**config.mk**
```make
export PLATFORM = sky130hd
export DESIGN_NAME = bitband_bridge
export DESIGN_NICKNAME = d
export VERILOG_FILES = /design/src/rtl/bb_pkg.sv /design/src/rtl/bb_win_decode.sv /design/src/rtl/bb_addr_map.sv /design/src/rtl/bb_bit_rmw.sv /design/src/rtl/bitband_bridge.sv
export SDC_FILE = /design/constraint.sdc
export NUM_CORES = 1
export LEC_CHECK = 0
export BUFFER_PORTS_ARGS = -buffer_cell sky130_fd_sc_hd__buf_4
export CAP_MARGIN = 20
export CORE_MARGIN = 2
export CORE_UTILIZATION = 41
export CTS_CLUSTER_SIZE = 16
export DETAILED_ROUTE_END_ITERATION = 7
export PLACE_DENSITY_LB_ADDON = 0.25
export SYNTH_ARGS = -nofsm -noshare
export SYNTH_HDL_FRONTEND = slang
export SYNTH_SLANG_ARGS = --single-unit
```
**constraint.sdc**
```tcl
create_clock -name clk -period 2.4 [get_ports clk]
set_input_delay 0.72 -clock clk [delete_from_list [all_inputs] [get_ports clk]]
set_output_delay 0.72 -clock clk [all_outputs]
set_load 0.02 [all_outputs]
```
**src/rtl/bb_pkg.sv**
```systemverilog
package bb_pkg;
  typedef enum logic [1:0] {
    SZ_BYTE = 2'd0,
    SZ_HALF = 2'd1,
    SZ_WORD = 2'd2,
    SZ_RSVD = 2'd3
  } bb_size_e;

  typedef enum logic [1:0] {
    ST_IDLE   = 2'd0,
    ST_RDWAIT = 2'd1,
    ST_WRWAIT = 2'd2,
    ST_RESP   = 2'd3
  } bb_state_e;
endpackage

```
**src/rtl/bb_win_decode.sv**
```systemverilog
module bb_win_decode #(
  parameter int ADDR_W    = 32,
  parameter int SPAN_LOG2 = 25,
  parameter int WIN_CNT   = 2,
  parameter logic [WIN_CNT*ADDR_W-1:0] ALIAS_BASE  = '0,
  parameter logic [WIN_CNT*ADDR_W-1:0] TARGET_BASE = '0
) (
  input  logic [ADDR_W-1:0] addr,
  output logic              hit,
  output logic [ADDR_W-1:0] tgt_base
);
  logic [WIN_CNT-1:0]       win_hit;
  logic [ADDR_W-1:0]        win_tgt [WIN_CNT];

  genvar w;
  generate
    for (w = 0; w < WIN_CNT; w++) begin : g_win
      localparam logic [ADDR_W-1:0] ABASE = ALIAS_BASE[w*ADDR_W +: ADDR_W];
      localparam logic [ADDR_W-1:0] TBASE = TARGET_BASE[w*ADDR_W +: ADDR_W];
      assign win_hit[w] = (addr[ADDR_W-1:SPAN_LOG2] == ABASE[ADDR_W-1:SPAN_LOG2]);
      assign win_tgt[w] = win_hit[w] ? TBASE : '0;
    end
  endgenerate

  always_comb begin
    tgt_base = '0;
    for (int i = 0; i < WIN_CNT; i++) tgt_base = tgt_base | win_tgt[i];
  end

  assign hit = |win_hit;
endmodule

```
**src/rtl/bb_addr_map.sv**
```systemverilog
module bb_addr_map #(
  parameter int ADDR_W    = 32,
  parameter int SPAN_LOG2 = 25,
  parameter int DATA_W    = 32
) (
  input  logic [ADDR_W-1:0]             tgt_base,
  input  logic [SPAN_LOG2-1:0]          offset,
  input  logic [1:0]                    size,
  output logic [ADDR_W-1:0]             dn_addr,
  output logic [$clog2(DATA_W)-1:0]     bus_pos
);
  localparam int POS_W  = $clog2(DATA_W);
  localparam int LANE_W = $clog2(DATA_W / 8);

  logic [ADDR_W-1:0] byte_addr;
  logic [ADDR_W-1:0] align_mask;
  logic [POS_W-1:0]  idx_full;
  logic [POS_W:0]    idx_lim;
  logic [POS_W-1:0]  idx;

  always_comb begin
    byte_addr  = tgt_base | ADDR_W'(offset >> 5);
    align_mask = ~((ADDR_W'(1) << size) - ADDR_W'(1));
    dn_addr    = byte_addr & align_mask;
    idx_full   = offset[POS_W+1:2];
    idx_lim    = (POS_W+1)'(8) << size;
    idx        = idx_full & POS_W'(idx_lim - (POS_W+1)'(1));
    bus_pos    = {dn_addr[LANE_W-1:0], 3'b000} | idx;
  end
endmodule

```
**src/rtl/bb_bit_rmw.sv**
```systemverilog
module bb_bit_rmw #(
  parameter int DATA_W = 32
) (
  input  logic [DATA_W-1:0]         rdata,
  input  logic [$clog2(DATA_W)-1:0] pos,
  input  logic                      set_val,
  output logic                      bit_out,
  output logic [DATA_W-1:0]         new_word
);
  logic [DATA_W-1:0] mask;

  always_comb begin
    mask     = DATA_W'(1) << pos;
    bit_out  = |(rdata & mask);
    new_word = set_val ? (rdata | mask) : (rdata & ~mask);
  end
endmodule

```
**src/rtl/bitband_bridge.sv**
```systemverilog
module bitband_bridge #(
  parameter int ADDR_W    = 32,
  parameter int DATA_W    = 32,
  parameter int SPAN_LOG2 = 25,
  parameter int WIN_CNT   = 2,
  parameter logic [WIN_CNT*ADDR_W-1:0] ALIAS_BASE  = {32'h4200_0000, 32'h2200_0000},
  parameter logic [WIN_CNT*ADDR_W-1:0] TARGET_BASE = {32'h4000_0000, 32'h2000_0000}
) (
  input  logic              clk,
  input  logic              rst,
  input  logic              s_valid,
  output logic              s_ready,
  input  logic [ADDR_W-1:0] s_addr,
  input  logic [1:0]        s_size,
  input  logic              s_we,
  input  logic [DATA_W-1:0] s_wdata,
  output logic              s_rsp_valid,
  output logic              s_rsp_err,
  output logic [DATA_W-1:0] s_rdata,
  output logic              m_valid,
  input  logic              m_ready,
  output logic              m_we,
  output logic [ADDR_W-1:0] m_addr,
  output logic [1:0]        m_size,
  output logic [DATA_W-1:0] m_wdata,
  input  logic [DATA_W-1:0] m_rdata
);
  import bb_pkg::*;

  localparam int POS_W = $clog2(DATA_W);

  bb_state_e         state;
  logic              win_hit;
  logic              req_ok;
  logic [ADDR_W-1:0] tgt_base;
  logic [ADDR_W-1:0] map_addr;
  logic [POS_W-1:0]  map_pos;
  logic [POS_W-1:0]  pos_q;
  logic              wr_q;
  logic              val_q;
  logic              sel_bit;
  logic [DATA_W-1:0] mod_word;

  bb_win_decode #(
    .ADDR_W(ADDR_W), .SPAN_LOG2(SPAN_LOG2), .WIN_CNT(WIN_CNT),
    .ALIAS_BASE(ALIAS_BASE), .TARGET_BASE(TARGET_BASE)
  ) u_dec (
    .addr(s_addr), .hit(win_hit), .tgt_base(tgt_base)
  );

  bb_addr_map #(
    .ADDR_W(ADDR_W), .SPAN_LOG2(SPAN_LOG2), .DATA_W(DATA_W)
  ) u_map (
    .tgt_base(tgt_base), .offset(s_addr[SPAN_LOG2-1:0]), .size(s_size),
    .dn_addr(map_addr), .bus_pos(map_pos)
  );

  bb_bit_rmw #(.DATA_W(DATA_W)) u_rmw (
    .rdata(m_rdata), .pos(pos_q), .set_val(val_q),
    .bit_out(sel_bit), .new_word(mod_word)
  );

  assign req_ok  = win_hit && (s_size != SZ_RSVD);
  assign s_ready = (state == ST_IDLE);

  always_ff @(posedge clk) begin
    if (rst) begin
      state       <= ST_IDLE;
      s_rsp_valid <= 1'b0;
      s_rsp_err   <= 1'b0;
      s_rdata     <= '0;
      m_valid     <= 1'b0;
      m_we        <= 1'b0;
      m_addr      <= '0;
      m_size      <= '0;
      m_wdata     <= '0;
      pos_q       <= '0;
      wr_q        <= 1'b0;
      val_q       <= 1'b0;
    end else begin
      case (state)
        ST_IDLE: begin
          s_rsp_valid <= 1'b0;
          if (s_valid) begin
            if (!req_ok) begin
              state       <= ST_RESP;
              s_rsp_valid <= 1'b1;
              s_rsp_err   <= 1'b1;
              s_rdata     <= '0;
            end else begin
              state   <= ST_RDWAIT;
              m_valid <= 1'b1;
              m_we    <= 1'b0;
              m_addr  <= map_addr;
              m_size  <= s_size;
              pos_q   <= map_pos;
              wr_q    <= s_we;
              val_q   <= s_wdata[0];
            end
          end
        end
        ST_RDWAIT: begin
          if (m_ready) begin
            if (wr_q) begin
              state   <= ST_WRWAIT;
              m_we    <= 1'b1;
              m_wdata <= mod_word;
            end else begin
              state       <= ST_RESP;
              m_valid     <= 1'b0;
              s_rsp_valid <= 1'b1;
              s_rsp_err   <= 1'b0;
              s_rdata     <= {{(DATA_W-1){1'b0}}, sel_bit};
            end
          end
        end
        ST_WRWAIT: begin
          if (m_ready) begin
            state       <= ST_RESP;
            m_valid     <= 1'b0;
            m_we        <= 1'b0;
            s_rsp_valid <= 1'b1;
            s_rsp_err   <= 1'b0;
            s_rdata     <= '0;
          end
        end
        default: begin
          s_rsp_valid <= 1'b0;
          state       <= ST_IDLE;
        end
      endcase
    end
  end
endmodule

```
==> run metrics <==
kind of critical path in -> reg; placed cell count 735; Worst R2R Start state[1]; Routed WL 11.0 mm; M1 WL 4.72 mm; Tmin final 2180 ps; peak supply drop 0.000284 V; actual slew at the worst max-slew pin 887 ps; R2R cell count 7; Worst setup startpoint s_addr[26]; Critical Path, Cell by Cell buf_4 > or4_4 > o41a_1 > nor3_2 > a21oi_1 > a311oi_1; DR DRC count 0; Final Cell Area 5120 um^2; largest net degree at the start of global routing 72; EDFF count, synth 0; Total Power 3.02 mW; die area 10200 um^2; Mapped Cells 507; Worst Setup EP m_valid; CP Capture Type register; Layout Cells excl Fill 751; slowest cell on the critical path or4_4; FFs w/ async S/R, synth 0%; max-slew violations 0; antenna violations before repair 0; worst flop-to-flop path endpoint s_rdata[0]; Syn. warnings 0; first drt pass iteration count 5; Clock Skews 11.5 ps; Post-CTS Hold Fix Bufs 0; CP Max Fanout 4; routed vias/inst 5.23; Inserted Diodes 0; Worst EP arrival 2430 ps; number of port buffers 131; crit-path leading delay family compound AO/OA/AOI/OAI gates; Clock transition at path regs 70 ps; Hold Vio Cnt, Final 0; max-cap viol count 0; #FFs+latches synth 70; area post-placement 4890 um^2; first-pass GRT wire length 17.5 mm; Root Driver clkbuf_8; slew margin rel. 40.8%; Top Metal Used met4; setup violators final 0; Setup TNS Final 0 ps; Clock Latency Late Sink 350 ps; layout cells sized above 1 28.4%; fmax 0.459 GHz; crit share post-route 90.7%; mapped cell area 3860 um^2; Final #Nets 743; Seq/Total Area, Yosys 36.3%; CP startpoint kind input pin; Die W 101 um; CTS tree yes; Placer Congestion 0.889; Tightest Hold Check Type reg -> reg; vias in the first global route 3680; Primary FF master, synth dfxtp_1; CTS Buf Count 9; # IOs 206; P per Cell Area 590 nW/um^2; # H-tree levels 3; post-detail-place hpwl 8.07 mm; post-synth cell types 48; total global-route track usage 21.5%; GRT overflow 0; Hold Slack 457 ps; outcome finished, final reports clean; 1st-iter DRT viols 193; CTS Sinks 70; Bufs on Longest Clock Path 2; Routed Antenna Nets 0; Synth-to-Final Area Change 32.5%; P_leak 2.08 nW; Wirelength per Cell 14.6 um; wire length on met3 1.07 mm; filler cell count 849; die span in y 101 um; Mean Syn Cell Area 7.62 um^2; reg2reg setup slack 310 ps; WP buf/inv 1; Core Area 9200 um^2; row count 35; CP Depth 6; Crit path largest cell delay 550 ps; Routed met2 length 4.99 mm; DR vias 3931; initial core utilization 42.0%; RSZ-0062 raised after global routing no; CP Data Required Time 2650 ps
-- per-layer routing --
metal / vias to the layer above / global-route usage (%)
met5: - / 0
met4: 0 / 9.56
met3: 20 / 5.89
met2: 190 / 34.2
met1: 1779 / 27.3
li1: 1942 / -
-- cell type report --
class	count	area [um^2]	area share [%]
tap	111	139	2.71
timing repair buffer	156	1200	23.4
multi-input combinational	387	2120	41.5
clock inverter	4	70.1	1.37
clock buffer	12	145	2.84
inverter	11	41.3	0.807
sequential	70	1400	27.4
-- synth_stat cells, types with 2 or more instances --
master | n | area, um^2
a2111oi_0 | 2 | 17.5
a211o_1 | 2 | 17.5
a211oi_1 | 13 | 97.6
a21oi_1 | 42 | 210
a311oi_1 | 23 | 201
a31oi_1 | 2 | 12.5
and3b_1 | 2 | 17.5
buf_1 | 3 | 11.3
buf_4 | 43 | 323
clkbuf_1 | 32 | 120
dfxtp_1 | 70 | 1400
ha_1 | 5 | 62.6
inv_1 | 11 | 41.3
mux2_2 | 3 | 33.8
mux2i_1 | 15 | 150
nand2_1 | 92 | 345
nand2b_1 | 6 | 37.5
nand3_1 | 29 | 145
nand3b_1 | 4 | 30.0
nand4_1 | 4 | 25.0
nor2_1 | 53 | 199
nor2b_1 | 2 | 12.5
nor3_1 | 7 | 35.0
o21ai_0 | 15 | 75.1
o22ai_1 | 2 | 12.5
or3_1 | 3 | 18.8
-- layout by cell type (no fill, tap or decap), types with 4 or more instances in the layout --
cell type  count
buf_4        154
nand2_1       92
dfxtp_1       69
nor2_1        52
a21oi_1       42
conb_1        41
nand3_1       29
a311oi_1      23
mux2i_1       15
o21ai_0       15
a211oi_1      13
inv_1         11
clkbuf_8      10
nor3_1         7
nand2b_1       6
ha_1           5
nand3b_1       4
nand4_1        4
-- per-stage QoR --
stage	setup slack (ps)	utilization, %
floorplan	69.3	-
global placement	-165	53.2
detailed placement	-261	53.2
CTS	10.5	55.6
global route	125	55.6
finish	223	55.6
-- cells by family (layout without fill, tap and decap cells) --
kind of cell,count (synthesis),count (layout),synth area share [%]
simple gates,212,212,24.9
fa+ha+maj,5,5,1.62
mux,19,19,5.35
compound gates,109,109,18.5
flops,70,70,36.3
xor+xnor,1,1,0.227
other cells,1,41,0.0971
buf+inv,90,183,13.0
-- state kept, by name, indices dropped and copies added, names as in the netlist --
name and count:
s_rsp_err 1, pos_q 5, val_q 1, m_valid 1
wr_q 1, m_wdata 32, state 2, m_we 1
s_rsp_valid 1, m_addr 22, m_size 2, s_rdata 1
-- power breakdown --
part | internal (mW) | switching (mW)
sequential | 1.21 | 0.0309
combinational | 0.300 | 0.423
clock | 0.612 | 0.449
-- worst min path at each step --
stage | startpoint | to | slack [ps] | depth (start not counted)
floorplan | wr_q | wr_q | 460 | 2
global placement | m_addr[8] | m_addr[8] | 440 | 2
detailed placement | m_addr[12] | m_addr[12] | 450 | 2
CTS | m_addr[12] | m_addr[12] | 460 | 2
global route | m_addr[2] | m_addr[2] | 480 | 2
finish | m_addr[12] | m_addr[12] | 460 | 2
-- worst reg2reg max path, stage by stage (launching register included) --
cell	delay, ps
dfxtp_1	360
inv_1	80
ha_1	240
nand2_1	200
o2111ai_1	190
a2111oi_2	500
o311ai_0	300
o221ai_1	130
-- repair_timing --
| item | 4_1_cts | 5_1_grt |
|---|---|---|
| setup buffers | 0 | 0 |
| hold endpoints to repair | 0 | 0 |
| setup endpoints to repair | 0 | 1 |
| resized for setup | 0 | 3 |
(Power assumes the default switching activity.)
